<file path="src/rtl/wnd_pkg.sv">
package wnd_pkg;
  localparam int TTW = 9;
  localparam int WSW = 6;

  localparam logic [TTW-1:0] TT_SPILL = 9'h080;
  localparam logic [TTW-1:0] TT_FILL  = 9'h0C0;
  localparam logic [TTW-1:0] TT_OTHER = 9'h020;
  localparam logic [TTW-1:0] TT_CLEAN = 9'h024;

  typedef enum logic [2:0] {
    ACT_NONE     = 3'd0,
    ACT_SAVE     = 3'd1,
    ACT_RESTORE  = 3'd2,
    ACT_FLUSH    = 3'd3,
    ACT_SAVED    = 3'd4,
    ACT_RESTORED = 3'd5
  } act_e;

  typedef enum logic [2:0] {
    SEL_CANSAVE = 3'd0,
    SEL_CANREST = 3'd1,
    SEL_OTHER   = 3'd2,
    SEL_CLEAN   = 3'd3,
    SEL_WSTATE  = 3'd4,
    SEL_CWP     = 3'd5
  } wsel_e;
endpackage

</file>
<file path="src/rtl/wnd_cmd_pick.sv">
module wnd_cmd_pick
  import wnd_pkg::*;
(
  input  logic do_save,
  input  logic do_restore,
  input  logic do_flush,
  input  logic do_saved,
  input  logic do_restored,
  output act_e act
);
  // fixed priority: save, restore, flush, saved, restored
  always_comb begin
    if (do_save)          act = ACT_SAVE;
    else if (do_restore)  act = ACT_RESTORE;
    else if (do_flush)    act = ACT_FLUSH;
    else if (do_saved)    act = ACT_SAVED;
    else if (do_restored) act = ACT_RESTORED;
    else                  act = ACT_NONE;
  end
endmodule

</file>
<file path="src/rtl/wnd_trap_type.sv">
module wnd_trap_type
  import wnd_pkg::*;
#(
  parameter logic [TTW-1:0] BASE = TT_SPILL
) (
  input  logic [WSW-1:0] ws,
  input  logic           ow_nz,
  output logic [TTW-1:0] tt
);
  logic [TTW-1:0] sub_other, sub_norm;

  always_comb begin
    sub_other = TT_OTHER | TTW'({ws[5:3], 2'b00});
    sub_norm  = TTW'({ws[2:0], 2'b00});
    tt        = BASE | (ow_nz ? sub_other : sub_norm);
  end
endmodule

</file>
<file path="src/rtl/wnd_cwp_ring.sv">
module wnd_cwp_ring #(
  parameter int NWIN = 8,
  parameter int DW   = 8,
  localparam int CW  = $clog2(NWIN)
) (
  input  logic [CW-1:0] cwp,
  input  logic [DW-1:0] wr_val,
  output logic [CW-1:0] cwp_inc,
  output logic [CW-1:0] cwp_dec,
  output logic [CW-1:0] cwp_view,
  output logic [CW-1:0] cwp_from_view
);
  localparam logic [CW-1:0] TOP = CW'(NWIN - 1);

  logic [DW-1:0] wr_mod;

  always_comb begin
    cwp_inc       = (cwp == TOP) ? '0 : cwp + CW'(1);
    cwp_dec       = (cwp == '0) ? TOP : cwp - CW'(1);
    cwp_view      = TOP - cwp;
    wr_mod        = wr_val % DW'(NWIN);
    cwp_from_view = TOP - CW'(wr_mod);
  end
endmodule

</file>
<file path="src/rtl/wnd_ctr_unit.sv">
module wnd_ctr_unit
  import wnd_pkg::*;
#(
  parameter int NWIN = 8,
  parameter int DW   = 8,
  localparam int CW  = $clog2(NWIN)
) (
  input  logic           clk,
  input  logic           rst_n,
  input  logic           do_save,
  input  logic           do_restore,
  input  logic           do_flush,
  input  logic           do_saved,
  input  logic           do_restored,
  input  logic           wr_en,
  input  logic [2:0]     wr_sel,
  input  logic [DW-1:0]  wr_data,
  output logic [CW-1:0]  cansave,
  output logic [CW-1:0]  canrestore,
  output logic [CW-1:0]  otherwin,
  output logic [CW-1:0]  cleanwin,
  output logic [WSW-1:0] wstate,
  output logic [CW-1:0]  cwp_int,
  output logic [CW-1:0]  cwp_sw,
  output logic           trap_vld,
  output logic [TTW-1:0] trap_type
);
  localparam logic [CW-1:0] RST_CS = CW'(NWIN - 2);
  localparam logic [CW-1:0] RST_CL = CW'(NWIN - 1);
  localparam int NBASE = 2;

  logic [CW-1:0]  cs_q, cr_q, ow_q, cl_q, cwp_q;
  logic [CW-1:0]  cs_d, cr_d, ow_d, cl_d, cwp_d;
  logic [WSW-1:0] ws_q, ws_d;
  logic           trv_q, trv_d;
  logic [TTW-1:0] trt_q, trt_d;
  logic           st_en;

  act_e           act;
  wsel_e          sel;
  logic [CW-1:0]  cwp_inc, cwp_dec, cwp_view, cwp_wr;
  logic [TTW-1:0] tt_base [NBASE];

  wnd_cmd_pick u_pick (
    .do_save     (do_save),
    .do_restore  (do_restore),
    .do_flush    (do_flush),
    .do_saved    (do_saved),
    .do_restored (do_restored),
    .act         (act)
  );

  wnd_cwp_ring #(.NWIN(NWIN), .DW(DW)) u_ring (
    .cwp           (cwp_q),
    .wr_val        (wr_data),
    .cwp_inc       (cwp_inc),
    .cwp_dec       (cwp_dec),
    .cwp_view      (cwp_view),
    .cwp_from_view (cwp_wr)
  );

  // index 0 composes spill codes, index 1 fill codes
  for (genvar gi = 0; gi < NBASE; gi++) begin : g_tt
    wnd_trap_type #(.BASE(gi == 0 ? TT_SPILL : TT_FILL)) u_tt (
      .ws    (ws_q),
      .ow_nz (ow_q != '0),
      .tt    (tt_base[gi])
    );
  end

  assign sel = wsel_e'(wr_sel);

  always_comb begin
    cs_d  = cs_q;
    cr_d  = cr_q;
    ow_d  = ow_q;
    cl_d  = cl_q;
    ws_d  = ws_q;
    cwp_d = cwp_q;
    trv_d = 1'b0;
    trt_d = '0;
    if (wr_en) begin
      case (sel)
        SEL_CANSAVE: cs_d  = wr_data[CW-1:0];
        SEL_CANREST: cr_d  = wr_data[CW-1:0];
        SEL_OTHER:   ow_d  = wr_data[CW-1:0];
        SEL_CLEAN:   cl_d  = wr_data[CW-1:0];
        SEL_WSTATE:  ws_d  = wr_data[WSW-1:0];
        SEL_CWP:     cwp_d = cwp_wr;
        default: ;
      endcase
    end else begin
      case (act)
        ACT_SAVE: begin
          if (cs_q == '0) begin
            trv_d = 1'b1;
            trt_d = tt_base[0];
          end else if (cl_q == cr_q) begin
            trv_d = 1'b1;
            trt_d = TT_CLEAN;
          end else begin
            cs_d  = cs_q - CW'(1);
            cr_d  = cr_q + CW'(1);
            cwp_d = cwp_dec;
          end
        end
        ACT_RESTORE: begin
          if (cr_q == '0) begin
            trv_d = 1'b1;
            trt_d = tt_base[1];
          end else begin
            cs_d  = cs_q + CW'(1);
            cr_d  = cr_q - CW'(1);
            cwp_d = cwp_inc;
          end
        end
        ACT_FLUSH: begin
          if (cs_q != RST_CS) begin
            trv_d = 1'b1;
            trt_d = tt_base[0];
          end
        end
        ACT_SAVED: begin
          cs_d = cs_q + CW'(1);
          if (ow_q != '0) ow_d = ow_q - CW'(1);
          else            cr_d = cr_q - CW'(1);
        end
        ACT_RESTORED: begin
          cr_d = cr_q + CW'(1);
          if (cl_q < RST_CL) cl_d = cl_q + CW'(1);
          if (ow_q != '0) ow_d = ow_q - CW'(1);
          else            cs_d = cs_q - CW'(1);
        end
        default: ;
      endcase
    end
  end

  assign st_en = wr_en | (act != ACT_NONE);

  always_ff @(posedge clk or negedge rst_n) begin
    if (!rst_n) begin
      cs_q  <= RST_CS;
      cr_q  <= '0;
      ow_q  <= '0;
      cl_q  <= RST_CL;
      ws_q  <= '0;
      cwp_q <= '0;
      trv_q <= 1'b0;
      trt_q <= '0;
    end else begin
      trv_q <= trv_d;
      trt_q <= trt_d;
      if (st_en) begin
        cs_q  <= cs_d;
        cr_q  <= cr_d;
        ow_q  <= ow_d;
        cl_q  <= cl_d;
        ws_q  <= ws_d;
        cwp_q <= cwp_d;
      end
    end
  end

  assign cansave    = cs_q;
  assign canrestore = cr_q;
  assign otherwin   = ow_q;
  assign cleanwin   = cl_q;
  assign wstate     = ws_q;
  assign cwp_int    = cwp_q;
  assign cwp_sw     = cwp_view;
  assign trap_vld   = trv_q;
  assign trap_type  = trt_q;
endmodule

</file>
<file path="config.mk">
export PLATFORM = sky130hd
export DESIGN_NAME = wnd_ctr_unit
export DESIGN_NICKNAME = d
export VERILOG_FILES = /design/src/rtl/wnd_pkg.sv /design/src/rtl/wnd_cmd_pick.sv /design/src/rtl/wnd_trap_type.sv /design/src/rtl/wnd_cwp_ring.sv /design/src/rtl/wnd_ctr_unit.sv
export SDC_FILE = /design/constraint.sdc
export NUM_CORES = 1
export LEC_CHECK = 0
export ABC_AREA = 1
export CORE_MARGIN = 2
export CORE_UTILIZATION = 52
export CTS_CLUSTER_SIZE = 8
export DETAILED_ROUTE_END_ITERATION = 10
export PLACE_DENSITY = 0.86
export SYNTH_ARGS = -nofsm -noshare
export SYNTH_HDL_FRONTEND = slang
export SYNTH_SLANG_ARGS = --single-unit
</file>
<file path="constraint.sdc">
create_clock -name clk -period 3.2 [get_ports clk]
set_input_delay 0.64 -clock clk [delete_from_list [all_inputs] [get_ports clk]]
set_output_delay 0.64 -clock clk [all_outputs]
set_load 0.05 [all_outputs]
</file>
==> results.cfg <==
[status]
outcome = finished clean

[critical_path]
cp.arrival_ns = 2.75
critPathLaunchType = primary input
cp.required_ns = 3.42
r2r_slack_ns = 1.31
end_kind = register
timing.rr.end = cansave[0]
crit_type = in -> reg
cp_max_fo = 6
r2r_cells = 9
r2r_start = otherwin[0]

[placement]
gp_congestion = 0.8663
io_buffers = 47
place_inst = 354
dp_hpwl_um = 3429

[routing]
route.detailed.drc = 0
wl_per_cell_um = 12.68
drt_iter0_drc = 159
vias = 1881
viasPerCell = 5.254
wirelength_um = 4541
ant_nets = 0
firstDrtPassIters = 4

[clock_tree]
clockRootBuffer = clkbuf_8
cts-hold-fix-buffers = 0
cts.path.max_buffers = 2
insertion_delay_ns = 0.27
htree_levels = 1
clock-sinks = 28
path_clk_slew_ns = 0.09
post_cts_buffers = 0
cts_inserted_buffers = 3
cts_tree = built
cts_resized = 0

[yosys]
syn_area_per_cell_sq_um = 7.378
yosysSeqAreaShare_pct = 36.71
synth_seq_cells = 28
yosys.area_share.adder_pct = 6.628
synth.top_cell.area_share_pct = 29.89
muxShareOfSynthArea_pct = 3.379
synth_area_leader_cell = dfrtp_1
synthXorXnorAreaFrac_pct = 2.274
yosys_warnings = 0
synth_cell_types = 32
netlist_instances = 261
synth-simple-area-share_pct = 29.37
synth_top_family_by_area = simple AND/OR/NAND/NOR gates
mappedNetlistArea_sq_um = 1926
synth.area.top_cells = dfrtp_1, nand2_1, inv_1
synth_compound_area_share_pct = 11.18

[die]
die_x_um = 64.85
die_h_um = 64.85
io_pins = 53
rows = 22
core_area_sq_um = 3606
die_area_sq_um = 4206
start_util_pct = 53.40

[timing]
maxSlewHeadroom_pct = 66.38
max_freq_ghz = 0.3949
fin_crit_ns = 2.533
final-max-slew-violation-count = 0
worst_slew_pin_slew_ns = 0.4990
finalSetupTns_ns = 0
finalHoldViolations = 0
whs_ns = 0.4952
fin_crit_sh_pct = 79.14
finalClockSkew_ns = 0.0008870
finalSetupViolations = 0
rsz0062_at_grt = no

[grt]
antenna_found_initial = 0
grt_pass1_vias = 1773
grt_overflow = 0
grt_pass1_wl_um = 7734
track_usage_pct = 23.18
grt_max_degree = 29

[hold_path]
worstHoldPathType = reg -> reg
hold_start = cansave[1]
whs_path_depth = 2
hold_end = cansave[1]

[finish]
num_antenna_cells = 0
finalNonFillerCells = 358
final_nets = 339
layout_common_cells = nand2_1, clkdlybuf4s50_1, inv_1
fin_util_pct = 69.60
area_growth_pct = 30.34
multiInputGateArea_sq_um = 1028
layout_commonest_cell = nand2_1
drive_gt1_share_pct = 9.355
register_area_sq_um = 706.9
fillers = 293

[job]
maxCapViolCount = 0

[pwr]
powerDensity_nw_per_um2 = 933.3
p_leak_nw = 1.263
vdd_drop_max_mv = 0.5153
## worst max path at each step
stage,start,to,slack (ns),depth (start not counted)
2_1_floorplan,do_flush,canrestore[2],1.03,12
4_1_cts,do_save,cansave[2],0.67,12
6_report,do_save,cansave[2],0.67,12
3_3_place_gp,do_save,canrestore[2],0.48,11
3_5_place_dp,do_save,canrestore[2],0.41,11
5_1_grt,do_save,canrestore[2],0.53,11
## stage by stage
step | worst slack, ns | total power, mW | area [sq um]
after floorplan | 1.033 | 1.624 | 1933
after detailed placement | 0.4129 | 2.066 | 2439
after global routing | 0.5269 | 2.506 | 2510
after global placement | 0.4780 | 2.024 | 2439
after CTS | 0.6711 | 2.349 | 2510
final | 0.6675 | 2.343 | 2510
## worst max-delay path, cell delays in order
cell and delay (ns):
clkdlybuf4s50_1 0.62, inv_2 0.10, nand3_1 0.18, nand2_1 0.18, fa_1 0.41, xnor2_1 0.20, inv_1 0.06, nand2_1 0.07
nand3_1 0.08, nand2_1 0.09, nand2_1 0.05, nand2_1 0.06
## cell type report
class | instances | area share (%)
Sequential cell | 28 | 28.17
Timing Repair Buffer | 50 | 19.64
Clock inverter | 1 | 1.196
Multi-Input combinational cell | 188 | 40.98
Tap cell | 48 | 2.393
Inverter | 40 | 5.982
Clock buffer | 3 | 1.645
## cell usage after synthesis, drive strengths merged
cell type	count
a21boi	1
a21oi	10
a31oi	1
buf	6
clkbuf	1
conb	1
dfrtp	23
dfstp	5
fa	2
ha	7
inv	40
mux2	4
mux2i	2
nand2	65
nand3	20
nand4	5
nor2	28
nor3	7
o211ai	2
o21a	1
o21ai	25
xnor2	3
xor2	2
## where the power goes
| group | switching [mW] | leakage [nW] | internal (mW) |
|---|---|---|---|
| logic | 0.962 | 0.887 | 0.489 |
| registers | 0.129 | 0.340 | 0.488 |
| clock network | 0.108 | 0.0357 | 0.167 |
## state kept, by name, summed over array words and instances (netlist names)
register / cells
canrestore: 3
cansave: 3
cleanwin: 3
cwp_int: 3
otherwin: 3
trap_type: 6
trap_vld: 1
wstate: 6
## cells by family after synthesis
| family | Yosys count |
|---|---|
| AOI/OAI and AO/OA | 40 |
| xor gates and xnor gates | 5 |
| adders and majority gates | 9 |
| buffers and inverters | 47 |
| DFF | 28 |
| muxes | 6 |
| other | 1 |
| and+or+nand+nor | 125 |
## per-layer routing
| metal | GRT usage, % | up-vias | wire length, um |
|---|---|---|---|
| met2 | 38.40 | 83 | 2092 |
| met1 | 31.25 | 859 | 1970 |
| met3 | 2.951 | 15 | 341 |
| li1 | - | 924 | - |
| met5 | 0 | - | 0 |
| met4 | 7.979 | 0 | 136 |
No activity file was read; power rests on OpenSTA's default activity.
